### config.mk
export PLATFORM = sky130hd
export DESIGN_NAME = event_autoreset
export DESIGN_NICKNAME = d
export VERILOG_FILES = /design/src/rtl/ear_pkg.sv /design/src/rtl/ear_ctl.sv /design/src/rtl/ear_hitreg.sv /design/src/rtl/ear_popcnt.sv /design/src/rtl/event_autoreset.sv
export SDC_FILE = /design/constraint.sdc
export NUM_CORES = 1
export LEC_CHECK = 0
export ABC_AREA = 1
export BUFFER_PORTS_ARGS = -buffer_cell sky130_fd_sc_hd__buf_2
export CORE_MARGIN = 1
export CORE_UTILIZATION = 40
export CTS_CLUSTER_DIAMETER = 120
export CTS_CLUSTER_SIZE = 20
export DETAILED_ROUTE_END_ITERATION = 8
export PLACE_DENSITY_LB_ADDON = 0.15
export SLEW_MARGIN = 0
export SYNTH_ARGS = -nofsm -noshare
export SYNTH_HDL_FRONTEND = slang
export SYNTH_SLANG_ARGS = --single-unit
export TNS_END_PERCENT = 5
### constraint.sdc
create_clock -name clk -period 7.45 [get_ports clk]
set_clock_uncertainty 0.05 [all_clocks]
set_input_delay 1.8625 -clock clk [delete_from_list [all_inputs] [get_ports clk]]
set_output_delay 1.8625 -clock clk [all_outputs]
set_load 0.01 [all_outputs]
### src/rtl/ear_pkg.sv
package ear_pkg;
  typedef enum logic [1:0] {
    ST_IDLE = 2'd0,
    ST_WIN  = 2'd1,
    ST_RST  = 2'd2,
    ST_HOLD = 2'd3
  } ear_state_e;
endpackage

### src/rtl/ear_ctl.sv
module ear_ctl
  import ear_pkg::*;
#(
  parameter int CNT_W   = 16,
  parameter int MIN_DLY = 30,
  parameter int RST_LEN = 4
) (
  input  logic             clk,
  input  logic             rst_n,
  input  logic             any_hit_i,
  input  logic             veto_i,
  input  logic             clear_i,
  input  logic [CNT_W-1:0] delay_i,
  output ear_state_e       state_o,
  output logic             acc_o,
  output logic             fire_o,
  output logic             done_o
);
  localparam logic [CNT_W-1:0] MIN_V = CNT_W'(MIN_DLY);
  localparam logic [CNT_W-1:0] LEN_V = CNT_W'(RST_LEN - 1);

  ear_state_e       st_q;
  logic [CNT_W-1:0] cnt_q;
  logic [CNT_W-1:0] lim_q;
  logic [CNT_W-1:0] eff_dly;

  assign eff_dly = (delay_i < MIN_V) ? MIN_V : delay_i;
  assign state_o = st_q;

  always_comb begin
    acc_o  = (st_q == ST_IDLE && any_hit_i) || (st_q == ST_WIN);
    fire_o = (st_q == ST_WIN && !veto_i && cnt_q == lim_q - 1'b1) ||
             (st_q == ST_HOLD && clear_i);
    done_o = (st_q == ST_RST) && (cnt_q == LEN_V);
  end

  always_ff @(posedge clk or negedge rst_n) begin
    if (!rst_n) begin
      st_q  <= ST_IDLE;
      cnt_q <= '0;
      lim_q <= MIN_V;
    end else begin
      case (st_q)
        ST_IDLE: if (any_hit_i) begin
          st_q  <= ST_WIN;
          cnt_q <= '0;
          lim_q <= eff_dly;
        end
        ST_WIN: begin
          if (veto_i) begin
            st_q <= ST_HOLD;
          end else if (fire_o) begin
            st_q  <= ST_RST;
            cnt_q <= '0;
          end else begin
            cnt_q <= cnt_q + 1'b1;
          end
        end
        ST_RST: begin
          if (done_o) st_q <= ST_IDLE;
          else        cnt_q <= cnt_q + 1'b1;
        end
        ST_HOLD: if (clear_i) begin
          st_q  <= ST_RST;
          cnt_q <= '0;
        end
        default: st_q <= ST_IDLE;
      endcase
    end
  end
endmodule

### src/rtl/ear_hitreg.sv
module ear_hitreg #(
  parameter int N = 32
) (
  input  logic         clk,
  input  logic         rst_n,
  input  logic [N-1:0] hit_i,
  input  logic         acc_i,
  input  logic         fire_i,
  input  logic         done_i,
  output logic [N-1:0] lat_o,
  output logic [N-1:0] mask_o
);
  logic [N-1:0] lat_q, mask_q, lat_nx;

  assign lat_nx = lat_q | (acc_i ? hit_i : '0);
  assign lat_o  = lat_q;
  assign mask_o = mask_q;

  always_ff @(posedge clk or negedge rst_n) begin
    if (!rst_n) begin
      lat_q  <= '0;
      mask_q <= '0;
    end else if (fire_i) begin
      mask_q <= lat_nx;
      lat_q  <= '0;
    end else begin
      lat_q <= lat_nx;
      if (done_i) mask_q <= '0;
    end
  end
endmodule

### src/rtl/ear_popcnt.sv
module ear_popcnt #(
  parameter int N  = 32,
  parameter int MW = 6
) (
  input  logic [N-1:0]  vec_i,
  output logic [MW-1:0] cnt_o
);
  logic [MW-1:0] psum [N+1];
  assign psum[0] = '0;
  for (genvar i = 0; i < N; i++) begin : g_sum
    assign psum[i+1] = psum[i] + MW'(vec_i[i]);
  end
  assign cnt_o = psum[N];
endmodule

### src/rtl/event_autoreset.sv
module event_autoreset
  import ear_pkg::*;
#(
  parameter int N       = 32,
  parameter int CNT_W   = 16,
  parameter int MIN_DLY = 30,
  parameter int RST_LEN = 4,
  localparam int MW     = $clog2(N + 1)
) (
  input  logic             clk,
  input  logic             rst_n,
  input  logic [N-1:0]     hit_i,
  input  logic [CNT_W-1:0] delay_i,
  input  logic             veto_i,
  input  logic             clear_i,
  output logic [N-1:0]     chan_rst_o,
  output logic             fast_or_o,
  output logic [MW-1:0]    mult_o
);
  ear_state_e   st;
  logic         acc, fire, done;
  logic [N-1:0] lat;

  ear_ctl #(.CNT_W(CNT_W), .MIN_DLY(MIN_DLY), .RST_LEN(RST_LEN)) u_ctl (
    .clk(clk), .rst_n(rst_n), .any_hit_i(|hit_i), .veto_i(veto_i),
    .clear_i(clear_i), .delay_i(delay_i), .state_o(st),
    .acc_o(acc), .fire_o(fire), .done_o(done)
  );

  ear_hitreg #(.N(N)) u_hits (
    .clk(clk), .rst_n(rst_n), .hit_i(hit_i), .acc_i(acc),
    .fire_i(fire), .done_i(done), .lat_o(lat), .mask_o(chan_rst_o)
  );

  ear_popcnt #(.N(N), .MW(MW)) u_cnt (
    .vec_i(lat), .cnt_o(mult_o)
  );

  assign fast_or_o = |lat;
endmodule

# Yosys cells after proc, flatten, opt, wreduce, memory -nomap -nowiden

Index checks and enable logic that the tools add are counted.

Reduce and logical (&&, ||, !) cells: 15
Mux-type cells: 17
Equal/unequal tests: 11
Bitwise gates (word level): 1
Magnitude comparators: 1
Add/subtract/negate cells: 33

Operators with widths:

| operator                                                               | count |
|---|---|
| 6-bit by 1-bit adder with 6-bit output                                 | 30 |
| 32-bit two-way mux                                                     | 4 |
| 16-bit two-way mux                                                     | 6 |
| 16-bit one-hot mux with 4 select lines                                 | 1 |
| 32-bit OR reduction                                                    | 2 |
| 32-bit OR                                                              | 1 |
| 16-bit by 1-bit adder with 16-bit output, second input constant        | 1 |
| 16-bit equality test                                                   | 1 |
| 16-bit by 2-bit equality test with 1-bit output, second input constant | 1 |
| 16-bit by 5-bit < comparator with 1-bit output, second input constant  | 1 |
| 16-bit by 1-bit subtractor with 16-bit output, second input constant   | 1 |
| 2-bit two-way mux                                                      | 5 |
| 2-bit != test, second input constant                                   | 4 |
| 2-bit one-hot mux with 4 select lines                                  | 1 |
| 4-bit AND reduction                                                    | 2 |
| 1-bit logical AND                                                      | 5 |
| 2-bit equality test, second input constant                             | 2 |
| 3-bit != test, second input constant                                   | 1 |
| 1-bit by 1-bit adder with 2-bit output                                 | 1 |
| 2-bit by 1-bit equality test with 1-bit output, second input constant  | 1 |
| 2-bit logical NOT                                                      | 1 |
| 1-bit logical OR                                                       | 2 |
| 2-bit by 1-bit != test with 1-bit output, second input constant        | 1 |
| 2-bit AND reduction                                                    | 1 |
| other kinds (2)                                                        | 2 |

Input port bits: 52
Output and inout port bits: 39
Register bits: 98
Logic and storage cells: 83

# Depth between registers and ports, before layout

Depth in word-level cells: 31
Gate-level depth with buffers: 18
Gate-level depth less buffers: 18

# Hierarchy

Synthesis repeated with hierarchy kept, for this count alone.

Cells, all modules: 907
Area total of the unflattened synthesis: 6,500.0 um2

By module, submodules not included:

| module          | area each (um2) | seq. area each (um2) | times used | cells an instance |
|---|---|---|---|---|
| ear_hitreg      | 2,631.3         | 1,601.5              | 1          | 302 |
| ear_ctl         | 2,613.8         | 855.8                | 1          | 403 |
| ear_popcnt      | 897.1           | 0.0                  | 1          | 112 |
| event_autoreset | 357.8           | 0.0                  | 1          | 90 |

# Worst setup path before layout

No wires, ideal clock.

Path type: register to output
Start: reg u_hits.lat_q[19] (netlist: u_hits.lat_o[19])
End: out mult_o[4]
Required time: 5.537 ns
Slack: 0.889 ns
Buffers on the path: 0
Stages on the path, launching flop included: 14
Data arrival time: 4.648 ns
Path through: dfrtp_1 fa_1 inv_1 fa_1 inv_1 fa_1 inv_1 fa_1 fa_1 fa_1 fa_1 fa_1 o21ai_0 xor2_1

Cells in the longest elaborated chain, start to end: 13

RTL lines:

| item                                                  | line                  | source |
|---|---|---|
| start: declaration                                    | ear_hitreg.sv:13      | `logic [N-1:0] lat_q, mask_q, lat_nx;` |
| start signal: assignment                              | ear_hitreg.sv:27      | `lat_q <= lat_nx;` |
| 6-bit by 1-bit adder with 6-bit output (13 in series) | ear_popcnt.sv:11      | `assign psum[i+1] = psum[i] + MW'(vec_i[i]);` |
| end: declaration                                      | event_autoreset.sv:18 | `output logic [MW-1:0] mult_o` |

Every way passes these cells.

# Final worst setup path

Same ends and word-level chain as after synthesis.

==> out/summary.txt <==
Placeable Area: 15300 um^2
Total GRT Usage: 20.7%
via count: 5280
Slew Limit Fails: 0
Antenna Violating Nets Remaining: 0
Site Rows: 45
hpwl dp: 11500 um
fin crit share: 95.5%
drt wl/cell: 13.9 um
CP max FO: 3
Resize count post-CTS: 0
first-pass GRT wire length: 26100 um
RSZ-0062 raised after global routing: false
CP Class: reg2out
synth warn: 0
crit path capture type: output port
maximum clock frequency: 141 MHz
Compound-Gate Fraction of Synth Area: 4.78%
status: completed
most common cell after layout, fill and taps aside: nand2_1
vias per cell: 4.76
setup bufs post-CTS: 0
post-synthesis sequential area ratio: 39.0%
clk_lat worst skew: 350 ps
Worst setup SP type: register
Slew headroom: 21.4%
FF-to-FF path depth: 15
Crit. Startpoint: u_hits.lat_o[19]$_DFF_PN0_
capturing point of the worst reg2reg path: u_hits.mask_o[25]$_DFFE_PN0P_
reg2reg setup slack: 3950 ps
gpl congestion: 0.812
final hold violation count: 0
drt initial violations: 366
clk slew on worst S/H paths: 70 ps
deepest clock path buffer count: 2
final setup vio count: 0
Post-Synth Adder-Cell Area: 10.8%
post-synth net total: 912
CTS Sinks: 98
Seq cells post-synth: 98
Synth Cell Area: 6300 um^2
synthesis-to-layout area growth: 14.2%
reg-to-reg startpoint: u_ctl.lim_q[0]$_DFFE_PN0P_
Mapped Cells: 820
# port buffers: 90
die width: 128 um
FILL cells: 1606
most frequent cells in the layout: nand2_1 (223), inv_1 (143), dfrtp_1 (94), buf_2 (89), nor2_1 (60)
gr ovfl total: 0
actual slew at the worst max-slew pin: 1180 ps
syn avg cell area: 7.69 um^2
type of the worst min-delay path: reg2reg
min cycle time layout: 7110 ps
Worst EP arrival: 5200 ps
Yosys cell types: 34
mux contribution to synthesized area: 0%
TNS Setup: 0 ps
Worst EP required: 5540 ps
CP Capture Point: mult_o[4]
Initial Util: 41.2%
combinational family with the most area after synthesis: simple AND/OR/NAND/NOR gates
residual DRC count: 0
hold buffers post-CTS: 0
layout cells sized above 1: 15.1%
CTS Root Cell: clkbuf_16
vias in the first global route: 5196
CTS buffer count: 9
io pins: 91
Net count, final: 986
largest net degree at the start of global routing: 67
Max-Cap Viols: 0
Die Y: 128 um
WL final: 15500 um
simple-gate area share of the yosys netlist: 30.8%
first drt pass iteration count: 6
initial antenna violation count: 0
Inserted Diodes: 0
die area: 16300 um^2
post-synthesis xor/xnor area fraction: 3.47%
Max H-tree Level: 3
CTS tree: built
[metrics by stage]
| step | hold WS (ps) | util, % | area (um^2) | setup slack [ps] | std cells |
|---|---|---|---|---|---|
| after floorplan | 411 | - | 6300 | 889 | 820 |
| after global placement | 432 | 45.0 | 6890 | 717 | 1094 |
| after detailed placement | 441 | 45.0 | 6890 | 708 | 1094 |
| after CTS | 468 | 47.0 | 7200 | 314 | 1110 |
| after global routing | 488 | 47.0 | 7200 | 148 | 1110 |
| final | 463 | 47.0 | 7200 | 338 | 1110 |
[per-layer routing]
| layer | vias to the layer above | track usage, % | share of wire [%] |
|---|---|---|---|
| li1 | 2713 | - | - |
| met1 | 2469 | 26.6 | 46 |
| met2 | 82 | 35.6 | 50 |
| met3 | 16 | 3.52 | 2.9 |
| met4 | 0 | 5.88 | 1.5 |
| met5 | - | 0 | 0 |
[cells in the mapped netlist]
master      n  area, um^2
nor4_1      7        43.8
dfrtp_1    94        2350
a21boi_0    2        15.0
clkbuf_2    2        10.0
buf_2       8        40.0
buf_6       5        56.3
clkbuf_1   13        48.8
o21bai_1    8        60.1
fa_1       24         480
inv_1     143         537
or2_2       1        6.26
and2_1      1        6.26
nand4_1    49         307
o21ai_0    34         170
inv_2       1        3.75
a21oi_1     4        20.0
nand3_1    28         140
and3_1     24         150
nor3_2      1        10.0
buf_1       3        11.3
nor2_1     61         229
nor2_4      3        33.8
xor2_1     16         140
xnor2_1     9        78.8
nor2_2      6        37.5
nand2_2     6        37.5
nor3_1     14        70.1
dfstp_2     4         105
a31oi_1     5        31.3
nand3b_1    1        7.51
ha_1       16         200
nand2_1   224         841
nand3_2     2        20.0
o21ai_1     1        5.00
[critical path, stage by stage (launching register included)]
cell and delay [ps]:
dfrtp_1 420, fa_1 540, inv_1 50, fa_1 500, inv_1 50, fa_1 470, inv_1 50, fa_1 470
fa_1 550, fa_1 430, fa_1 410, fa_1 420, o21ai_0 220, xor2_1 150, buf_2 140
[cell families (layout without fill, tap and decap cells)]
| logic type | after synthesis | in the layout |
|---|---|---|
| adder cells (fa/ha/maj) | 40 | 40 |
| buffers and inverters | 175 | 254 |
| AND/OR/NAND/NOR | 428 | 428 |
| XOR/XNOR | 25 | 25 |
| AO/OA/AOI/OAI | 54 | 54 |
| flip-flops | 98 | 98 |
[layout make-up]
type	count	area [um^2]	area share (%)
Inverter	144	541	7.51
Sequential cell	98	2460	34.1
Clock inverter	7	85.1	1.18
Timing Repair Buffer	94	483	6.71
Multi-Input combinational cell	547	3150	43.7
Clock buffer	9	225	3.13
Tap cell	211	264	3.67
[worst min-delay path by stage]
stage,from,end,slack [ps],cells after the start
2_1_floorplan,u_ctl.lim_q[15]$_DFFE_PN0P_,u_ctl.lim_q[15]$_DFFE_PN0P_,410,2
3_3_place_gp,u_ctl.lim_q[15]$_DFFE_PN0P_,u_ctl.lim_q[15]$_DFFE_PN0P_,430,2
3_5_place_dp,u_ctl.lim_q[15]$_DFFE_PN0P_,u_ctl.lim_q[15]$_DFFE_PN0P_,440,2
4_1_cts,u_ctl.lim_q[15]$_DFFE_PN0P_,u_ctl.lim_q[15]$_DFFE_PN0P_,470,2
5_1_grt,u_hits.mask_o[16]$_DFFE_PN0P_,u_hits.mask_o[16]$_DFFE_PN0P_,490,2
6_report,u_hits.mask_o[11]$_DFFE_PN0P_,u_hits.mask_o[11]$_DFFE_PN0P_,460,2
[flip-flops by register name (all words and copies together), names as in the netlist]
register and cells:
u_hits.lat_o 32, u_ctl.cnt_q 16, u_ctl.state_o 2, u_ctl.lim_q 16, u_hits.mask_o 32
Power is not shown: default switching activity piles up to over one toggle a cycle in this logic, so the estimate is an artifact.
